### src/rtl/gpio_irq_pkg.sv
package gpio_irq_pkg;

    localparam int REG_AW = 8;

    localparam logic [REG_AW-1:0] OFS_SEL      = 8'h10;
    localparam logic [REG_AW-1:0] OFS_MASK     = 8'h20;
    localparam logic [REG_AW-1:0] OFS_KIND     = 8'h30;
    localparam logic [REG_AW-1:0] OFS_POL      = 8'h40;
    localparam logic [REG_AW-1:0] OFS_DUAL     = 8'h70;
    localparam logic [REG_AW-1:0] OFS_FLAG_CLR = 8'h58;

    typedef enum logic [1:0] {
        OP_NONE,
        OP_LOAD,
        OP_SET,
        OP_CLR
    } wr_op_e;

    // {kind, polarity}
    typedef enum logic [1:0] {
        TRIG_LVL_LO   = 2'b00,
        TRIG_LVL_HI   = 2'b01,
        TRIG_EDGE_FALL = 2'b10,
        TRIG_EDGE_RISE = 2'b11
    } trig_e;

    function automatic wr_op_e decode_op(input logic en,
                                         input logic [REG_AW-1:0] addr,
                                         input logic [REG_AW-1:0] base);
        if (!en)                   return OP_NONE;
        if (addr == base)          return OP_LOAD;
        if (addr == base + 8'h04)  return OP_SET;
        if (addr == base + 8'h08)  return OP_CLR;
        return OP_NONE;
    endfunction

    function automatic logic pin_event(input trig_e t, input logic dual,
                                       input logic now, input logic was);
        case (t)
            TRIG_LVL_LO:    return !now;
            TRIG_LVL_HI:    return now;
            TRIG_EDGE_FALL: return dual ? (now != was) : (was && !now);
            TRIG_EDGE_RISE: return dual ? (now != was) : (!was && now);
            default:        return 1'b0;
        endcase
    endfunction

endpackage

### src/rtl/gpio_alias_reg.sv
module gpio_alias_reg
    import gpio_irq_pkg::*;
#(
    parameter int               W        = 32,
    parameter logic [REG_AW-1:0] BASE    = 8'h10,
    parameter logic             RST_ONES = 1'b0
) (
    input  logic              clk,
    input  logic              rst,
    input  logic              wr_en,
    input  logic [REG_AW-1:0] wr_addr,
    input  logic [W-1:0]      wr_data,
    output logic [W-1:0]      q
);

    wr_op_e op;

    always_comb op = decode_op(wr_en, wr_addr, BASE);

    always_ff @(posedge clk) begin
        if (rst) begin
            q <= {W{RST_ONES}};
        end else begin
            case (op)
                OP_LOAD: q <= wr_data;
                OP_SET:  q <= q | wr_data;
                OP_CLR:  q <= q & ~wr_data;
                default: q <= q;
            endcase
        end
    end

    AST_ALIAS_SET: assert property (@(posedge clk) disable iff (rst)
        (op == OP_SET) |=> ((q & $past(wr_data)) == $past(wr_data)));
    AST_ALIAS_CLR: assert property (@(posedge clk) disable iff (rst)
        (op == OP_CLR) |=> ((q & $past(wr_data)) == '0));
    AST_ALIAS_HOLD: assert property (@(posedge clk) disable iff (rst)
        (op == OP_NONE) |=> $stable(q));

endmodule

### src/rtl/gpio_cfg_bank.sv
module gpio_cfg_bank
    import gpio_irq_pkg::*;
#(
    parameter int NPINS = 32
) (
    input  logic              clk,
    input  logic              rst,
    input  logic              wr_en,
    input  logic [REG_AW-1:0] wr_addr,
    input  logic [NPINS-1:0]  wr_data,
    output logic [NPINS-1:0]  sel,
    output logic [NPINS-1:0]  mask,
    output logic [NPINS-1:0]  kind,
    output logic [NPINS-1:0]  pol,
    output logic [NPINS-1:0]  dual
);

    localparam int NREGS = 5;
    localparam logic [REG_AW-1:0] BASES [NREGS] =
        '{OFS_SEL, OFS_MASK, OFS_KIND, OFS_POL, OFS_DUAL};
    localparam logic ONES [NREGS] = '{1'b0, 1'b1, 1'b0, 1'b0, 1'b0};

    logic [NPINS-1:0] regs_q [NREGS];

    for (genvar g = 0; g < NREGS; g++) begin : g_reg
        gpio_alias_reg #(
            .W        (NPINS),
            .BASE     (BASES[g]),
            .RST_ONES (ONES[g])
        ) u_reg (
            .clk     (clk),
            .rst     (rst),
            .wr_en   (wr_en),
            .wr_addr (wr_addr),
            .wr_data (wr_data),
            .q       (regs_q[g])
        );
    end

    assign sel  = regs_q[0];
    assign mask = regs_q[1];
    assign kind = regs_q[2];
    assign pol  = regs_q[3];
    assign dual = regs_q[4];

endmodule

### src/rtl/gpio_event_gen.sv
module gpio_event_gen
    import gpio_irq_pkg::*;
#(
    parameter int NPINS = 32
) (
    input  logic             clk,
    input  logic             rst,
    input  logic [NPINS-1:0] pin_lvl,
    input  logic [NPINS-1:0] sel,
    input  logic [NPINS-1:0] kind,
    input  logic [NPINS-1:0] pol,
    input  logic [NPINS-1:0] dual,
    output logic [NPINS-1:0] ev
);

    logic [NPINS-1:0] prev_q;

    // Reload during reset too, so a pin held high through reset is no edge.
    always_ff @(posedge clk) prev_q <= pin_lvl;

    for (genvar p = 0; p < NPINS; p++) begin : g_pin
        trig_e trig;
        always_comb begin
            trig  = trig_e'({kind[p], pol[p]});
            ev[p] = sel[p] && pin_event(trig, dual[p], pin_lvl[p], prev_q[p]);
        end
    end

    AST_EDGE_NEEDS_CHANGE: assert property (@(posedge clk) disable iff (rst)
        ((ev & kind & ~(pin_lvl ^ prev_q)) == '0));

endmodule

### src/rtl/gpio_flag_bank.sv
module gpio_flag_bank
    import gpio_irq_pkg::*;
#(
    parameter int NPINS = 32
) (
    input  logic              clk,
    input  logic              rst,
    input  logic [NPINS-1:0]  ev,
    input  logic [NPINS-1:0]  mask,
    input  logic              wr_en,
    input  logic [REG_AW-1:0] wr_addr,
    input  logic [NPINS-1:0]  wr_data,
    output logic [NPINS-1:0]  flags,
    output logic              irq
);

    logic [NPINS-1:0] clr;

    always_comb clr = (wr_en && wr_addr == OFS_FLAG_CLR) ? wr_data : '0;

    always_ff @(posedge clk) begin
        if (rst) flags <= '0;
        else     flags <= (flags & ~clr) | ev;
    end

    always_comb irq = |(flags & ~mask);

    AST_FLAG_STICKY: assert property (@(posedge clk) disable iff (rst)
        1'b1 |=> ((flags & $past(flags & ~clr)) == $past(flags & ~clr)));
    AST_EVENT_WINS: assert property (@(posedge clk) disable iff (rst)
        1'b1 |=> ((flags & $past(ev)) == $past(ev)));
    AST_CLEAR_TAKES: assert property (@(posedge clk) disable iff (rst)
        1'b1 |=> ((flags & $past(clr & ~ev)) == '0));

endmodule

### src/rtl/gpio_irq_detect.sv
module gpio_irq_detect
    import gpio_irq_pkg::*;
#(
    parameter int NPINS = 32
) (
    input  logic              clk,
    input  logic              rst,
    input  logic [NPINS-1:0]  pin_lvl,
    input  logic              wr_en,
    input  logic [REG_AW-1:0] wr_addr,
    input  logic [NPINS-1:0]  wr_data,
    output logic [NPINS-1:0]  flags,
    output logic              irq
);

    logic [NPINS-1:0] sel, mask, kind, pol, dual, ev;

    gpio_cfg_bank #(.NPINS(NPINS)) u_cfg (
        .clk     (clk),
        .rst     (rst),
        .wr_en   (wr_en),
        .wr_addr (wr_addr),
        .wr_data (wr_data),
        .sel     (sel),
        .mask    (mask),
        .kind    (kind),
        .pol     (pol),
        .dual    (dual)
    );

    gpio_event_gen #(.NPINS(NPINS)) u_evt (
        .clk     (clk),
        .rst     (rst),
        .pin_lvl (pin_lvl),
        .sel     (sel),
        .kind    (kind),
        .pol     (pol),
        .dual    (dual),
        .ev      (ev)
    );

    gpio_flag_bank #(.NPINS(NPINS)) u_flag (
        .clk     (clk),
        .rst     (rst),
        .ev      (ev),
        .mask    (mask),
        .wr_en   (wr_en),
        .wr_addr (wr_addr),
        .wr_data (wr_data),
        .flags   (flags),
        .irq     (irq)
    );

    AST_UNSELECTED_QUIET: assert property (@(posedge clk) disable iff (rst)
        1'b1 |=> ((flags & $past(~sel & ~flags)) == '0));
    AST_ALL_MASKED: assert property (@(posedge clk) disable iff (rst)
        (mask == '1) |-> !irq);

endmodule

### config.mk
export PLATFORM = sky130hd
export DESIGN_NAME = gpio_irq_detect
export DESIGN_NICKNAME = d
export VERILOG_FILES = /design/src/rtl/gpio_irq_pkg.sv /design/src/rtl/gpio_alias_reg.sv /design/src/rtl/gpio_cfg_bank.sv /design/src/rtl/gpio_event_gen.sv /design/src/rtl/gpio_flag_bank.sv /design/src/rtl/gpio_irq_detect.sv
export SDC_FILE = /design/constraint.sdc
export NUM_CORES = 1
export LEC_CHECK = 0
export ABC_CLOCK_PERIOD_IN_PS = 1950
export BUFFER_PORTS_ARGS = -buffer_cell sky130_fd_sc_hd__buf_2
export CAP_MARGIN = 20
export CORE_MARGIN = 2
export CORE_UTILIZATION = 51
export CTS_BUF_LIST = sky130_fd_sc_hd__clkbuf_8
export DETAILED_ROUTE_END_ITERATION = 8
export GPL_TIMING_DRIVEN = 0
export PLACE_DENSITY = 0.7
export SKIP_CTS_REPAIR_TIMING = 1
export SLEW_MARGIN = 40
export SYNTH_ARGS = -nofsm -noshare
export SYNTH_HDL_FRONTEND = slang
export SYNTH_SLANG_ARGS = --single-unit
### constraint.sdc
create_clock -name clk -period 1.95 [get_ports clk]
set_input_delay 0.195 -clock clk [delete_from_list [all_inputs] [get_ports clk]]
set_output_delay 0.195 -clock clk [all_outputs]
set_load 0.05 [all_outputs]
### Word-level counts from Yosys, hierarchy flattened

Cells that the tools add are included.

* bits in registers: 224
* bits of input ports: 75
* output and inout bits: 33
* logic and storage cells: 564

* equality and inequality tests: 159
* multiplexer cells: 183
* bitwise gates (word level): 16
* reduce and logical (&&, ||, !) cells: 199

Operators by type and width (count)
* $pmux W32 S3: 5
* $and A32 B32 Y32: 7
* $or A32 B32 Y32: 6
* $eq A2 B2 Y1 const B: 74
* $pmux W1 S4: 32
* $mux W1: 109
* $logic_and A1 B1 Y1: 97
* $not A32 Y32: 3
* $eq A2 B1 Y1 const B: 37
* $mux W2: 36
* $logic_not A1 Y1: 64
* $logic_not A2 Y1: 32
* $eq A8 B7 Y1 const B: 7
* $eq A8 B6 Y1 const B: 6
* $mux W32: 1
* $ne A1 B1 Y1: 32
* $reduce_or A32 Y1: 1
* $eq A8 B5 Y1 const B: 3
* $reduce_bool A3 Y1: 5

### Depth between registers and ports, before layout

* depth after elaboration: 14
* gate-level depth with buffers: 7
* gate-level depth less buffers: 6

### Cells and area by module

Synthesis repeated with hierarchy kept, for this count alone.

* cell total of the unflattened synthesis: 1400
* area total of the unflattened synthesis: 12787.3 µm²

Modules (own cells, without submodules)
* gpio_event_gen: times used 1, cells an instance 352, area each 3083.0 µm², seq. area each 640.6 µm²
* gpio_flag_bank: times used 1, cells an instance 194, area each 1730.4 µm², seq. area each 640.6 µm²
* gpio_alias_reg at u_cfg.g_reg[4].u_reg: times used 1, cells an instance 189, area each 1710.4 µm², seq. area each 640.6 µm²
* gpio_alias_reg at u_cfg.g_reg[2].u_reg: times used 1, cells an instance 172, area each 1680.4 µm², seq. area each 640.6 µm²
* gpio_alias_reg at u_cfg.g_reg[3].u_reg: times used 1, cells an instance 186, area each 1597.8 µm², seq. area each 640.6 µm²
* gpio_alias_reg at u_cfg.g_reg[0].u_reg: times used 1, cells an instance 186, area each 1590.3 µm², seq. area each 640.6 µm²
* gpio_alias_reg at u_cfg.g_reg[1].u_reg: times used 1, cells an instance 121, area each 1395.1 µm², seq. area each 640.6 µm²

### Worst setup path after synthesis

No wires, ideal clock.

* path kind: register -> output
* start: register u_flag.flags[3]
* end: output port irq
* data arrival time: 1.439 ns
* data required time: 1.755 ns
* path slack: 0.316 ns
* cell stages (with the launch flop): 5
* path buffers: 0
* cell sequence: dfxtp_1 inv_1 o22ai_1 nor4_1 nand4_1

* longest elaborated chain between the ends: 2

RTL lines
* from (decl): line gpio_flag_bank.sv:13 `output logic [NPINS-1:0] flags,`
* from (signal assigned): line gpio_flag_bank.sv:23 `else flags <= (flags & ~clr) | ev;`
* $and A32 B32 Y32: line gpio_flag_bank.sv:26 `always_comb irq = |(flags & ~mask);`
* $reduce_or A32 Y1: line gpio_flag_bank.sv:26
* to (decl): line gpio_irq_detect.sv:13 `output logic irq`

Every way passes these cells.

### Final worst setup path

* start: register u_flag.flags[8]
* end: output port irq

Same word-level chain as after synthesis.

==> results.md <==
- CP Capture Type: output pin
- Num ports: around 110
- Total detailed-routing wirelength: between 30000 and 40000 um
- Post-synthesis cell area: between 0.01 and 0.015 sq mm
- Failing checks: setup timing
- RSZ-0062 raised after global routing: yes
- Post-synthesis area per instance: around 8.7 sq um
- Syn-to-layout area delta: 17.68%
- Die Height: 149.2 um
- Outcome: finished, violations left
- Filler cells: around 1900
- H-tree depth: 2
- Hold/Removal Path Class: in2reg
- Syn Inst Count: about 1200
- Max-Cap Viols: 0
- Min Tclk post-route: just over 2000 ps
- WHS Path Cells: 3
- Number of global-route vias before repair: 9085
- Drt via density: approximately 5.7
- Ranking of synthesized cells by area: dfxtp_1, ha_1, a21oi_1
- Crit path DAT: between 1500 and 2000 ps
- Setup WS post-layout: -90.46 ps
- Final ANT Viol Nets: 0
- #FFs+latches synth: 224
- Synthesis Warnings: 0
- Power Density: between 700 and 800 mW/mm^2
- Worst-case clock buffer depth: 3
- Layout cells sized above 1: 0.1828
- DRC errors left: 0
- Tot GR Track Use: 0.2704
- Fmax achieved: between 400 and 500 MHz
- TritonRoute pass-1 iters: 5
- Pwr Total: ~10000 uW
- Tcrit/Tclk final: 1.046
- CP max stage delay: about 330 ps
- Worst-path cell chain: inv_1 > o22ai_1 > nor4_1 > nand4_1 > buf_6
- Clk sink count: roughly 220
- Clock-pin slew on the worst setup and hold paths: around 60 ps
- Nets: approximately 1500
- Wire length per cell: around 18 um
- Cell taking the most area after synthesis: dfxtp_1
- Sequential element share of the synthesized area: 0.4171
- Worst Path Required: approximately 1800 ps
- Dpl ws: -137.5 ps
- Startpoint Class: flop
- Largest net degree at the start of global routing: 11
- Number of port buffers: between 70 and 80
- P_leak: between 0.004 and 0.005 uW
- Die Area: roughly 0.022 sq mm
- Worst-Margin Slew: between 800 and 900 ps
- Syn_nets: between 1000 and 1500
- First-pass GRT wire length: between 40000 and 50000 um
- Antenna violations before repair: 2
- Critical R2R Capture: u_flag.flags[14]$_SDFF_PP0_
- Worst R2R Setup Slack: about 440 ps
- GPL Wtd Cong: approximately 0.85
- Root Driver: clkbuf_8
- Netlist cell types: 38
- DR vias: 9608
- Initial DRC Count: between 600 and 700
- Final Slew Violations: 0
- Reg2reg path depth: 6
- Slew headroom: 0.4367
- Overflow after GRT: 0
- Utilization after layout: 0.6076
- Endpoint, Worst Hold: u_cfg.g_reg[3].u_reg.q[9]$_SDFFE_PP0P_
- Worst clock skew: around 10 ps
- CTS Buf Count: 40
- Worst vdd ir: 0.0004803 V
- Critical Setup Path Class: reg2out
- Die Width: between 100 and 150 um
- Detailed-placement wirelength estimate: roughly 21000 um
- Final setup fails: 1
- Site Rows: 53
- Hold Startpoint: wr_data[9]
- Initial Util: 0.5163
- Crit Path Max Fanout: 2
- CTS tree: yes
- Worst Setup SP: u_flag.flags[8]$_SDFF_PP0_
- Final hold violations: 0
- Placeable Area: 0.02082 sq mm
- Clk_lat worst skew: 540 ps
- Reg-to-reg critical path startpoint: u_evt.prev_q[14]$_DFF_P_
- Post-synth top area share: 0.4171
- CP max stage cell: dfxtp_1
-- cell families (layout without fill, tap and decap cells) --
logic type / Yosys count / count (layout) / share of synthesized area
buffers and inverters: 201 / 380 / 0.07914
xor gates and xnor gates: 33 / 33 / 0.02758
AOI/OAI and AO/OA: 465 / 465 / 0.2632
DFF: 224 / 224 / 0.4171
adders and majority gates: 64 / 64 / 0.07449
other: 0 / 3 / 0
and+or+nand+nor: 219 / 219 / 0.1050
muxes: 32 / 32 / 0.03352
-- layer usage --
metal	vias up	GRT usage	wire length, um
li1	4672	-	-
met1	4553	0.3532	13180
met2	322	0.4463	14260
met3	61	0.04985	2100
met4	0	0.1010	767
met5	-	0	0
-- layout by cell type, fill, tap and decap left out, types with 6 or more instances in the layout --
| cell | instances |
|---|---|
| nand2_1 | 161 |
| buf_4 | 6 |
| o21ai_2 | 9 |
| a21oi_1 | 128 |
| buf_6 | 8 |
| o211ai_1 | 32 |
| o21ai_0 | 128 |
| dfxtp_1 | 222 |
| o22ai_1 | 14 |
| buf_2 | 97 |
| a221o_1 | 32 |
| a31o_1 | 30 |
| xor2_1 | 32 |
| inv_1 | 104 |
| a211oi_1 | 32 |
| clkbuf_1 | 69 |
| ha_1 | 64 |
| nor3_2 | 31 |
| mux2_2 | 32 |
| inv_2 | 6 |
| clkbuf_8 | 50 |
| dlygate4sd3_1 | 33 |
| o21ai_1 | 55 |
-- power breakdown --
| part | switching (uW) | leakage, uW | internal, uW |
|---|---|---|---|
| Sequential | 25.5 | 0.00182 | 4620 |
| Clock | 1960 | 0.000450 | 2430 |
| Combinational | 474 | 0.00261 | 239 |
-- worst max-delay path by stage --
stage                                                   end  depth (start not counted)
floorplan                                               irq                          4
global placement    u_cfg.g_reg[3].u_reg.q[26]$_SDFFE_PP0P_                          5
detailed placement   u_cfg.g_reg[4].u_reg.q[1]$_SDFFE_PP0P_                          5
CTS                                                     irq                          5
global route                                            irq                          5
finish                                                  irq                          5
-- registers in the layout (all words and copies together) (netlist names) --
signal and flops:
u_flag.flags 32, u_evt.prev_q 32, u_cfg.g.u_reg.q 160
-- Yosys cell counts, drive strengths merged --
cell and n:
and4 1, nor2b 2, nor3b 1, nor3 34, dfxtp 224, and4bb 2
nor4 4, nand4 2, nand3b 2, nor4b 2, a211oi 33, o22ai 16
xor2 32, or2 2, ha 64, o21ai 192, a31o 32, and4b 1
nand3 2, buf 34, clkbuf 69, a221o 32, nand2 161, inv 98
xnor2 1, and3 3, o211ai 32, a21oi 128, mux2 32
-- worst max-delay path: cells and delay by family (launching register included) --
kind                   cells  cell delay, ps
AO/OA/AOI/OAI              1             110
flip-flops                 1             330
AND/OR/NAND/NOR            2             510
buffers and inverters      2             340
-- final cells by class --
| cell class | instances | area (sq um) | share of cell area |
|---|---|---|---|
| inverter | 98 | 367.9 | 0.02908 |
| clock inverter | 19 | 112.6 | 0.008901 |
| multi-input combinational | 813 | 5434 | 0.4295 |
| buffer | 103 | 483.0 | 0.03818 |
| antenna | 3 | 7.507 | 0.0005934 |
| sequential | 224 | 4487 | 0.3547 |
| clock buffer | 50 | 688.2 | 0.05440 |
| timing repair buffer | 110 | 726.9 | 0.05746 |
| tap | 275 | 344.1 | 0.02720 |
-- metrics by stage --
stage | TNS (ps) | cells | instance area [sq um] | hold slack (ps)
final | -90.46 | 1695 | 12650 | 39.12
after global placement | -1867 | 1588 | 11470 | 349.8
after global routing | -136.8 | 1694 | 12650 | 48.39
after CTS | -238.7 | 1657 | 12270 | -218.0
after detailed placement | -2879 | 1588 | 11470 | 353.5
after floorplan | 0 | 1238 | 10750 | 222.7
No activity file was read; power rests on OpenSTA's default activity.
